==> src/rtl/uart_rb_pkg.sv <==
package uart_rb_pkg;

    localparam int DW = 8;
    localparam int AW = 3;
    localparam logic [DW-1:0] ENH_KEY = 8'hBF;
    localparam int DLAB_BIT    = 7;
    localparam int FRAC_EN_BIT = 4;
    localparam int LVL_SEL_BIT = 6;

    typedef enum logic [1:0] {BK_NORM, BK_DIV, BK_ENH} bank_e;

    typedef enum logic [4:0] {
        T_NONE, T_RHR, T_THR, T_IER, T_DLL, T_DLM, T_DLD, T_REV, T_DID,
        T_ISR, T_FCR, T_LCR, T_MCR, T_LSR, T_MSR, T_SPR, T_LVL, T_EMSR,
        T_TRG, T_CTR, T_EFR, T_XON1, T_XON2, T_XOFF1, T_XOFF2
    } tgt_e;

    typedef enum logic [3:0] {
        R_LCR, R_IER, R_MCR, R_DLL, R_DLM, R_DLD, R_SPR, R_EMSR,
        R_TRG, R_CTR, R_EFR, R_XON1, R_XON2, R_XOFF1, R_XOFF2
    } wreg_e;

    localparam int NWREG = 15;

    typedef struct packed {
        bank_e bank;
        logic  frac_en;
        logic  lvl_sel;
        logic  div_zero;
    } mode_t;

    typedef struct packed {
        logic  hit;
        wreg_e idx;
    } wsel_t;

    function automatic bank_e bank_of(logic [DW-1:0] lcr);
        if (lcr == ENH_KEY)      return BK_ENH;
        else if (lcr[DLAB_BIT])  return BK_DIV;
        else                     return BK_NORM;
    endfunction

    function automatic tgt_e map_target(mode_t m, logic [AW-1:0] a, logic is_wr);
        tgt_e t;
        t = T_NONE;
        if (a == 3'd3) begin
            t = T_LCR;
        end else if (m.bank == BK_ENH) begin
            case (a)
                3'd0: t = is_wr ? T_TRG : T_LVL;
                3'd1: t = T_CTR;
                3'd2: t = T_EFR;
                3'd4: t = T_XON1;
                3'd5: t = T_XON2;
                3'd6: t = T_XOFF1;
                3'd7: t = T_XOFF2;
                default: t = T_NONE;
            endcase
        end else begin
            case (a)
                3'd0: if (m.bank == BK_DIV) t = (!is_wr && m.div_zero) ? T_REV : T_DLL;
                      else                  t = is_wr ? T_THR : T_RHR;
                3'd1: if (m.bank == BK_DIV) t = (!is_wr && m.div_zero) ? T_DID : T_DLM;
                      else                  t = T_IER;
                3'd2: if (m.bank == BK_DIV && m.frac_en) t = T_DLD;
                      else                               t = is_wr ? T_FCR : T_ISR;
                3'd4: t = T_MCR;
                3'd5: t = is_wr ? T_NONE : T_LSR;
                3'd6: t = is_wr ? T_NONE : T_MSR;
                3'd7: if (m.lvl_sel) t = is_wr ? T_EMSR : T_LVL;
                      else           t = T_SPR;
                default: t = T_NONE;
            endcase
        end
        return t;
    endfunction

    function automatic wsel_t slot_of(tgt_e t);
        wsel_t s;
        s.hit = 1'b1;
        s.idx = R_LCR;
        case (t)
            T_LCR:   s.idx = R_LCR;
            T_IER:   s.idx = R_IER;
            T_MCR:   s.idx = R_MCR;
            T_DLL:   s.idx = R_DLL;
            T_DLM:   s.idx = R_DLM;
            T_DLD:   s.idx = R_DLD;
            T_SPR:   s.idx = R_SPR;
            T_EMSR:  s.idx = R_EMSR;
            T_TRG:   s.idx = R_TRG;
            T_CTR:   s.idx = R_CTR;
            T_EFR:   s.idx = R_EFR;
            T_XON1:  s.idx = R_XON1;
            T_XON2:  s.idx = R_XON2;
            T_XOFF1: s.idx = R_XOFF1;
            T_XOFF2: s.idx = R_XOFF2;
            default: s.hit = 1'b0;
        endcase
        return s;
    endfunction

endpackage

==> src/rtl/uart_rb_decode.sv <==
module uart_rb_decode
    import uart_rb_pkg::*;
(
    input  logic [DW-1:0] ctl_lcr,
    input  logic          frac_en,
    input  logic          lvl_sel,
    input  logic [DW-1:0] div_lo,
    input  logic [DW-1:0] div_hi,
    input  logic [AW-1:0] addr,
    input  logic          cs,
    input  logic          rd,
    input  logic          wr,
    output tgt_e          rd_tgt,
    output tgt_e          wr_tgt,
    output logic          rd_en,
    output logic          wr_en
);
    mode_t mode;

    always_comb begin
        mode.bank     = bank_of(ctl_lcr);
        mode.frac_en  = frac_en;
        mode.lvl_sel  = lvl_sel;
        mode.div_zero = (div_lo == '0) && (div_hi == '0);
        rd_tgt = map_target(mode, addr, 1'b0);
        wr_tgt = map_target(mode, addr, 1'b1);
        rd_en  = cs && rd && !wr;
        wr_en  = cs && wr && !rd;
    end
endmodule

==> src/rtl/uart_rb_regs.sv <==
module uart_rb_regs
    import uart_rb_pkg::*;
(
    input  logic                       clk,
    input  logic                       rst,
    input  logic                       wr_en,
    input  tgt_e                       wr_tgt,
    input  logic [DW-1:0]              wdata,
    output logic [NWREG-1:0][DW-1:0]   q
);
    wsel_t sel;
    assign sel = slot_of(wr_tgt);

    for (genvar g = 0; g < NWREG; g++) begin : g_reg
        always_ff @(posedge clk) begin
            if (rst)
                q[g] <= '0;
            else if (wr_en && sel.hit && sel.idx == wreg_e'(g))
                q[g] <= wdata;
        end
    end

    // Feature control changes only through a write made while the key value was loaded
    p_ctr_key_r9: assert property (@(posedge clk) disable iff (rst)
        !$stable(q[R_CTR]) |-> $past(q[R_LCR]) == ENH_KEY);
endmodule

==> src/rtl/uart_rb_strobe.sv <==
module uart_rb_strobe
    import uart_rb_pkg::*;
(
    input  logic          clk,
    input  logic          rst,
    input  logic          rd_en,
    input  logic          wr_en,
    input  tgt_e          rd_tgt,
    input  tgt_e          wr_tgt,
    input  logic [DW-1:0] wdata,
    output logic          rx_pop,
    output logic          tx_push,
    output logic [DW-1:0] tx_data,
    output logic          fcr_load,
    output logic [DW-1:0] fcr_data
);
    always_ff @(posedge clk) begin
        if (rst) begin
            rx_pop   <= 1'b0;
            tx_push  <= 1'b0;
            fcr_load <= 1'b0;
            tx_data  <= '0;
            fcr_data <= '0;
        end else begin
            rx_pop   <= rd_en && (rd_tgt == T_RHR);
            tx_push  <= wr_en && (wr_tgt == T_THR);
            fcr_load <= wr_en && (wr_tgt == T_FCR);
            if (wr_en && wr_tgt == T_THR) tx_data  <= wdata;
            if (wr_en && wr_tgt == T_FCR) fcr_data <= wdata;
        end
    end
endmodule

==> src/rtl/uart_regbank_decode.sv <==
module uart_regbank_decode
    import uart_rb_pkg::*;
#(
    parameter logic [7:0] REV_CODE = 8'h01,
    parameter logic [7:0] DEV_ID   = 8'h2A
) (
    input  logic       clk,
    input  logic       rst,
    input  logic       cs_i,
    input  logic       rd_i,
    input  logic       wr_i,
    input  logic [2:0] addr_i,
    input  logic [7:0] wdata_i,
    output logic [7:0] rdata_o,
    input  logic [7:0] rx_data_i,
    input  logic [7:0] isr_i,
    input  logic [7:0] lsr_i,
    input  logic [7:0] msr_i,
    input  logic [7:0] lvl_i,
    output logic       rx_pop_o,
    output logic       tx_push_o,
    output logic [7:0] tx_data_o,
    output logic       fcr_load_o,
    output logic [7:0] fcr_data_o,
    output logic [7:0] lcr_o,
    output logic [7:0] ier_o,
    output logic [7:0] mcr_o,
    output logic [7:0] dll_o,
    output logic [7:0] dlm_o,
    output logic [7:0] dld_o,
    output logic [7:0] efr_o,
    output logic [7:0] fctr_o,
    output logic [7:0] trg_o,
    output logic [7:0] emsr_o,
    output logic [7:0] xon1_o,
    output logic [7:0] xon2_o,
    output logic [7:0] xoff1_o,
    output logic [7:0] xoff2_o
);
    logic [NWREG-1:0][DW-1:0] q;
    tgt_e rd_tgt, wr_tgt;
    logic rd_en, wr_en;

    uart_rb_decode u_dec (
        .ctl_lcr (q[R_LCR]),
        .frac_en (q[R_EFR][FRAC_EN_BIT]),
        .lvl_sel (q[R_CTR][LVL_SEL_BIT]),
        .div_lo  (q[R_DLL]),
        .div_hi  (q[R_DLM]),
        .addr    (addr_i),
        .cs      (cs_i),
        .rd      (rd_i),
        .wr      (wr_i),
        .rd_tgt  (rd_tgt),
        .wr_tgt  (wr_tgt),
        .rd_en   (rd_en),
        .wr_en   (wr_en)
    );

    uart_rb_regs u_regs (
        .clk    (clk),
        .rst    (rst),
        .wr_en  (wr_en),
        .wr_tgt (wr_tgt),
        .wdata  (wdata_i),
        .q      (q)
    );

    uart_rb_strobe u_stb (
        .clk      (clk),
        .rst      (rst),
        .rd_en    (rd_en),
        .wr_en    (wr_en),
        .rd_tgt   (rd_tgt),
        .wr_tgt   (wr_tgt),
        .wdata    (wdata_i),
        .rx_pop   (rx_pop_o),
        .tx_push  (tx_push_o),
        .tx_data  (tx_data_o),
        .fcr_load (fcr_load_o),
        .fcr_data (fcr_data_o)
    );

    always_comb begin
        case (rd_tgt)
            T_RHR:   rdata_o = rx_data_i;
            T_ISR:   rdata_o = isr_i;
            T_LSR:   rdata_o = lsr_i;
            T_MSR:   rdata_o = msr_i;
            T_LVL:   rdata_o = lvl_i;
            T_REV:   rdata_o = REV_CODE;
            T_DID:   rdata_o = DEV_ID;
            T_LCR:   rdata_o = q[R_LCR];
            T_IER:   rdata_o = q[R_IER];
            T_MCR:   rdata_o = q[R_MCR];
            T_DLL:   rdata_o = q[R_DLL];
            T_DLM:   rdata_o = q[R_DLM];
            T_DLD:   rdata_o = q[R_DLD];
            T_SPR:   rdata_o = q[R_SPR];
            T_CTR:   rdata_o = q[R_CTR];
            T_EFR:   rdata_o = q[R_EFR];
            T_XON1:  rdata_o = q[R_XON1];
            T_XON2:  rdata_o = q[R_XON2];
            T_XOFF1: rdata_o = q[R_XOFF1];
            T_XOFF2: rdata_o = q[R_XOFF2];
            default: rdata_o = '0;
        endcase
    end

    assign lcr_o   = q[R_LCR];
    assign ier_o   = q[R_IER];
    assign mcr_o   = q[R_MCR];
    assign dll_o   = q[R_DLL];
    assign dlm_o   = q[R_DLM];
    assign dld_o   = q[R_DLD];
    assign efr_o   = q[R_EFR];
    assign fctr_o  = q[R_CTR];
    assign trg_o   = q[R_TRG];
    assign emsr_o  = q[R_EMSR];
    assign xon1_o  = q[R_XON1];
    assign xon2_o  = q[R_XON2];
    assign xoff1_o = q[R_XOFF1];
    assign xoff2_o = q[R_XOFF2];

    p_push_src_r2: assert property (@(posedge clk) disable iff (rst)
        tx_push_o |-> $past(cs_i && wr_i && !rd_i && addr_i == 3'd0 && !lcr_o[DLAB_BIT]));

    p_fcr_src_r4: assert property (@(posedge clk) disable iff (rst)
        fcr_load_o |-> $past(cs_i && wr_i && !rd_i && addr_i == 3'd2 && lcr_o != ENH_KEY));

    p_pop_src_r11: assert property (@(posedge clk) disable iff (rst)
        rx_pop_o |-> $past(cs_i && rd_i && !wr_i && addr_i == 3'd0 && !lcr_o[DLAB_BIT]));

    p_lcr_only_r6: assert property (@(posedge clk) disable iff (rst)
        !(cs_i && wr_i && !rd_i && addr_i == 3'd3) |=> $stable(lcr_o));

    p_status_ro_r7: assert property (@(posedge clk) disable iff (rst)
        (cs_i && wr_i && !rd_i && (addr_i == 3'd5 || addr_i == 3'd6) && lcr_o != ENH_KEY)
        |=> $stable({lcr_o, ier_o, mcr_o, dll_o, dlm_o, dld_o, efr_o, fctr_o,
                     trg_o, emsr_o, xon1_o, xon2_o, xoff1_o, xoff2_o}));

    p_pulse_excl_r10: assert property (@(posedge clk) disable iff (rst)
        $onehot0({rx_pop_o, tx_push_o, fcr_load_o}));

    p_dual_strobe_r10: assert property (@(posedge clk) disable iff (rst)
        (cs_i && rd_i && wr_i) |=> !(rx_pop_o || tx_push_o || fcr_load_o));
endmodule

==> config.mk <==
export PLATFORM = sky130hd
export DESIGN_NAME = uart_regbank_decode
export DESIGN_NICKNAME = d
export VERILOG_FILES = /design/src/rtl/uart_rb_pkg.sv /design/src/rtl/uart_rb_decode.sv /design/src/rtl/uart_rb_regs.sv /design/src/rtl/uart_rb_strobe.sv /design/src/rtl/uart_regbank_decode.sv
export SDC_FILE = /design/constraint.sdc
export NUM_CORES = 1
export LEC_CHECK = 0
export BUFFER_PORTS_ARGS = -buffer_cell sky130_fd_sc_hd__buf_2
export CORE_AREA = 2 2 156 97
export DETAILED_ROUTE_END_ITERATION = 7
export DIE_AREA = 0 0 158 99
export GPL_TIMING_DRIVEN = 0
export PLACE_DENSITY = 0.9
export SYNTH_ARGS = -nofsm -noshare
export SYNTH_HDL_FRONTEND = slang
export SYNTH_HIERARCHICAL = 1
export SYNTH_SLANG_ARGS = --single-unit
==> constraint.sdc <==
create_clock -name clk -period 6.65 [get_ports clk]
set_input_delay 1.995 -clock clk [delete_from_list [all_inputs] [get_ports clk]]
set_output_delay 1.995 -clock clk [all_outputs]
set_load 0.05 [all_outputs]
* Word-level counts from Yosys, hierarchy flattened
Cells that the tools add are included.
** Storage, ports and cells
- Input bits :: 56
- Word-level logic and storage cells :: 136
- Register bits :: 139
** Cells by class
- Multiplexer cells :: 23
- Reduce and logical (&&, ||, !) cells :: 32
- Equality and inequality tests :: 61
** Operators with widths (count)
- case mux 8 bit (20 select lines) :: 1
- case mux 5 bit (7 select lines) :: 3
- equality test 5 bit (second input constant) :: 15
- case mux 4 bit (14 select lines) :: 1
- equality test 5 x 4 -> 1 bit (second input constant) :: 11
- two-way mux 5 bit :: 8
- equality test 5 x 3 -> 1 bit (second input constant) :: 7
- equality test 4 bit (second input constant) :: 7
- logical AND 1 bit :: 25
- case mux 5 bit (5 select lines) :: 1
- equality test 4 x 3 -> 1 bit (second input constant) :: 4
- zero test 8 bit :: 2
- equality test 5 x 2 -> 1 bit (second input constant) :: 3
- OR reduction 15 bit :: 1
- equality test 3 bit (second input constant) :: 4
- two-way mux 4 bit :: 3
- equality test 4 x 2 -> 1 bit (second input constant) :: 2
- equality test 8 bit (second input constant) :: 1
- equality test 3 x 2 -> 1 bit (second input constant) :: 2
- two-way mux 3 bit :: 2
- equality test 5 x 1 -> 1 bit (second input constant) :: 1
- equality test 4 x 1 -> 1 bit (second input constant) :: 1
- zero test 4 bit :: 1
- two-way mux 2 bit :: 2
- other kinds (6) :: 8

* Longest topological paths before layout
- Word-level depth :: 13
- Gate-level depth with buffers :: 12
- Gate-level depth less buffers :: 9

* Cells and area by module
Netlist, hierarchy kept.
** By module, submodules not included
- uart_rb_regs :: cells each 420, instances 1, area each 4759.6 um2
- uart_regbank_decode :: cells each 183, instances 1, area each 1317.5 um2
- uart_rb_strobe :: cells each 73, instances 1, area each 784.5 um2
- uart_rb_decode :: cells each 94, instances 1, area each 629.4 um2

* Least setup slack after synthesis
No wires, ideal clock.
- Path type :: input-to-output
- From :: input addr_i[1]
- To :: output rdata_o[4]
- Stages :: 10
- Slack :: 151 ps
- Arrival time :: 4504 ps
- Data required time :: 4655 ps
- Cell sequence :: buf_2 nor2_1 a41oi_1 a32oi_1 buf_2 buf_2 mux2_2 a32oi_1 and4_1 o2111ai_1
** Between the ends
- Cells in the longest elaborated chain, start to end :: 6
** RTL lines
- from (decl) :: line uart_regbank_decode.sv:12 : input logic [2:0] addr_i,
- equality test 3 bit (tied with other cells) :: line uart_rb_pkg.sv:49, uart_rb_pkg.sv:60
- case mux 5 bit (7 select lines) (on tied branches) :: line uart_rb_pkg.sv:60, uart_rb_pkg.sv:49
- two-way mux 5 bit :: line uart_rb_pkg.sv:48 : end else if (m.bank == BK_ENH) begin
- two-way mux 5 bit * :: line uart_rb_pkg.sv:46 : if (a == 3'd3) begin
- via rd_tgt[1] :: line uart_regbank_decode.sv:41 : tgt_e rd_tgt, wr_tgt;
- equality test 5 bit (tied with other cells) :: line uart_regbank_decode.sv:85 : case (rd_tgt)
- case mux 8 bit (20 select lines) * :: line uart_regbank_decode.sv:85
- to (decl) :: line uart_regbank_decode.sv:14 : output logic [7:0] rdata_o,
The timed path passes the listed nets; every way through them passes the cells marked *.

* Worst setup path in the final report
- From :: input addr_i[1]
- To :: output rdata_o[0]
Same word-level chain as after synthesis.

==> qor.yml <==
outcome:
  status: "finished, violations left"
  violations: "negative setup slack"
logic_synthesis:
  avgSynthCellArea_um2: 9.728
  ys_async_sr_fraction_pct: 0
  synthesis.nets: 826
  yosys_register_bits: 139
  synth.top_cell.area_share_pct: 37.15
  synth.cell_area_mm2: 0.007491
  yosysTopAreaCell: "dfxtp_1"
  synth.yosys.seq_area_share_pct: 37.15
  yosysWarnings: 6
  synthTopCellsByArea: "dfxtp_1 (37%), mux2i_1 (20%), nand2b_1 (13%)"
  synth_ff_type: "dfxtp_1"
  ys_types: 73
  syn_inst: 770
  synth_edf_count: 0
worst_setup_path:
  timing.rr.start: "u_regs/q[0]$_SDFFE_PP0P_"
  critPathKind: "primary input to output port"
  crit_end: "rdata_o[0]"
  crit_path_max_incr_delay_ns: 0.46
  ff2ff_path_depth: 6
  cpMostUsedCell: "buf_4"
  startpoint: "addr_i[1]"
  startpoint_type: "primary input"
  rrSetupSlack_ns: 3.74
  timing.rr.end: "u_regs/q[74]$_SDFFE_PP0P_"
  cp_slowest_cell: "or3_1"
  end_kind: "output port"
  cp_num_cells: 10
  required_ns: 4.66
  crit_buf_inv: 5
  crit_arrival_ns: 4.67
  crit_chain: "buf_4 -> buf_6 -> nand3_2 -> a21oi_2 -> clkbuf_4 -> buf_4 -> mux2i_2 -> o221ai_1 -> or3_1 -> buf_2"
  worstPathMaxFanout: 10
  critPathTopFamily: "buffers and inverters"
worst_hold_path:
  hold_path.class: "flip-flop to flip-flop"
die:
  dieHeight_um: 99
  placement_rows: 34
  die_x_um: 158
  initial_core_util_pct: 52.72
  die_area_mm2: 0.01564
  core_mm2: 0.01421
  io_pins: 195
place:
  port_buffers: 193
  dp_hpwl_um: 21830
  gp_congestion: 1.067
clock_network:
  cts.path.max_buffers: 2
  cts_made_buffers: 17
  cts_root_buffer: "clkbuf_16"
  cts_tree: "done"
  clk_pin_slew_ns: 0.07
  h-tree-depth: 4
  insertion_delay_ns: 0.43
  numClockSinks: 139
global_route:
  grt_max_degree: 17
  gr-total-overflow: 0
  first_global_vias: 6877
  grt_pass1_wl_um: 43080
  grtUsageTotal_pct: 37.33
  antenna_found_initial: 0
power_and_ir_drop:
  ir_drop_mv: 0.1435
  switching_share_pct: 29.38
  intPower_mw: 1.419
  p_seq_share_pct: 41.7
  power_density_mw_per_mm2: 209.7
  leakage_nw: 4.832
  p_switching_uw: 590.2
  p_clk_share_pct: 44.6
  combPwrFrac_pct: 13.7
route:
  antenna_left: 0
  detail_route.wl_per_cell_um: 24.65
  finalWirelength_um: 29590
  drc_errors: 0
  vias_per_cell: 6.315
  vias: 7578
  dr.pass1.iters: 8
  drtIter0Drc: 1131
timing:
  timing.final.crit_share_pct: 100.2
  fin_crit_ns: 6.662
  relSlewSlack_pct: 53.42
  report.final.setup_viol: 1
  fin_ws_ns: -0.01162
  finalMaxSlewViolations: 0
  tns_ns: -0.01162
  hold_viol_final: 0
  holdWs_ns: 0.4744
  clock_skew_ns: 0.01103
  tightest_slew_ns: 0.6987
  fmax_mhz: 150.1
job:
  maxCapViolCount: 0
finish:
  syn2layout_area_growth_pct: 27.91
  layout-drive-gt1-share_pct: 34.43
  n_antenna_cell: 0
  fin_util_pct: 67.44
  nFillCells: 1216
  final_nets: 1045
cell usage in the layout, fill, tap and decap left out, types with 5 or more instances in the layout:
master	netlist	routed
a21oi_1	9	8
a22o_1	14	14
a22oi_1	17	13
a32oi_1	17	16
and2_1	9	9
buf_2	23	201
buf_4	7	19
buf_6	4	12
clkbuf_1	22	18
clkbuf_16	0	17
clkbuf_4	1	5
dfxtp_1	139	139
mux2_2	6	6
mux2i_1	151	150
nand2_1	20	19
nand2_2	9	10
nand2b_1	155	154
nand3_1	10	8
nand4_1	8	8
nor2_1	20	14
nor2_4	1	5
nor2b_1	10	9
nor3_1	12	8
nor4_1	5	5
o21ai_0	12	11
synthesized netlist by cell type (3+ instances only):
cell type	n
a32o_1	4
a22oi_1	17
o21ai_0	12
clkbuf_1	22
a2bb2oi_1	3
a21oi_1	9
inv_1	6
buf_6	4
nor4_1	5
a221oi_1	3
mux2i_1	151
nor2_1	20
nand2b_1	155
nand3_1	10
nor3_1	12
or2_1	3
nand2_1	20
and2_1	9
buf_4	7
buf_2	23
nand4_2	3
and3_1	3
nor2b_1	10
o21ai_1	3
or3_1	3
dfxtp_1	139
a31oi_1	3
mux2_2	6
and4_1	3
a2111oi_2	3
and4b_1	3
a22o_1	14
nand2_2	9
nand4_1	8
a32oi_1	17
worst min-delay path, stage by stage, from the launching register on:
cell      delay, ns
dfxtp_1        0.31
nand2b_1       0.06
mux2i_1        0.06
cell type report:
type                    count  area [um^2]  share of cell area [%]
plain buffers              53        352.8                   3.682
clock buffers              19        432.9                   4.518
clock inverters            13        108.9                   1.136
inverters                   6        22.52                  0.2350
multi-input cells         568         4566                   47.65
flip-flops and latches    139         2783                   29.04
well taps                 198        247.7                   2.586
repair buffers            204         1069                   11.15
state kept, by name (all words and copies together), names as in the netlist:
signal,flops
u_regs/q,120
u_stb/fcr_data,8
u_stb/fcr_load,1
u_stb/rx_pop,1
u_stb/tx_data,8
u_stb/tx_push,1
what timing repair did:
| action | in CTS | in global routing |
|---|---|---|
| cloned | 0 | 0 |
| resized for setup | 31 | 45 |
| setup endpoints to repair | 8 | 8 |
| hold endpoints to repair | 0 | 0 |
| pin swaps | 3 | 6 |
| buffers inserted | 4 | 7 |
| hold buffers | 0 | 0 |
worst min-delay path by stage:
stage / start / end / slack [ns] / depth (start not counted)
after detailed placement: u_regs/q[60]$_SDFFE_PP0P_ / u_regs/q[60]$_SDFFE_PP0P_ / 0.46 / 2
final: u_regs/q[60]$_SDFFE_PP0P_ / u_regs/q[60]$_SDFFE_PP0P_ / 0.47 / 2
after CTS: u_stb/fcr_data[1]$_SDFFE_PP0P_ / u_stb/fcr_data[1]$_SDFFE_PP0P_ / 0.47 / 2
after global routing: u_stb/tx_data[1]$_SDFFE_PP0P_ / u_stb/tx_data[1]$_SDFFE_PP0P_ / 0.49 / 2
after floorplan: u_regs/q[52]$_SDFFE_PP0P_ / u_regs/q[52]$_SDFFE_PP0P_ / 0.45 / 2
after global placement: u_stb/fcr_data[1]$_SDFFE_PP0P_ / u_stb/fcr_data[1]$_SDFFE_PP0P_ / 0.46 / 2
kinds of logic after synthesis:
kind of cell / Yosys count / share of synthesized area, %
AND/OR/NAND/NOR: 297 / 25.17
multiplexers: 157 / 21.08
buffers and inverters: 63 / 4.343
AO/OA/AOI/OAI: 114 / 12.26
flip-flops: 139 / 37.15
through the flow:
| step | area [um^2] | setup slack, ns | power [mW] | std cells |
|---|---|---|---|---|
| 6_report | 9582 | -0.01162 | 2.009 | 1200 |
| 5_1_grt | 9582 | -0.02735 | 2.048 | 1200 |
| 4_1_cts | 9410 | -0.02654 | 1.968 | 1195 |
| 3_5_place_dp | 8705 | -0.7581 | 1.091 | 1161 |
| 3_3_place_gp | 8705 | -0.7960 | 1.091 | 1161 |
| 2_1_floorplan | 7491 | 0.1515 | 1.008 | 770 |
routing by layer:
layer / track usage (%) / vias to the layer above / share of wire (%)
met3: 14.38 / 96 / 15
met1: 53.54 / 3639 / 41
met5: 2.540 / - / 0.17
met4: 11.16 / 2 / 3.1
met2: 51.27 / 596 / 40
li1: - / 3245 / -
power by group through the flow:
stage          clock network, mW  logic (mW)  registers, mW
2_1_floorplan                  0       0.144          0.864
3_3_place_gp                   0       0.234          0.856
3_5_place_dp                   0       0.235          0.856
4_1_cts                    0.885       0.246          0.838
5_1_grt                    0.929       0.281          0.838
6_report                   0.897       0.275          0.838
Note: power is estimated with default switching activity, not from simulation.
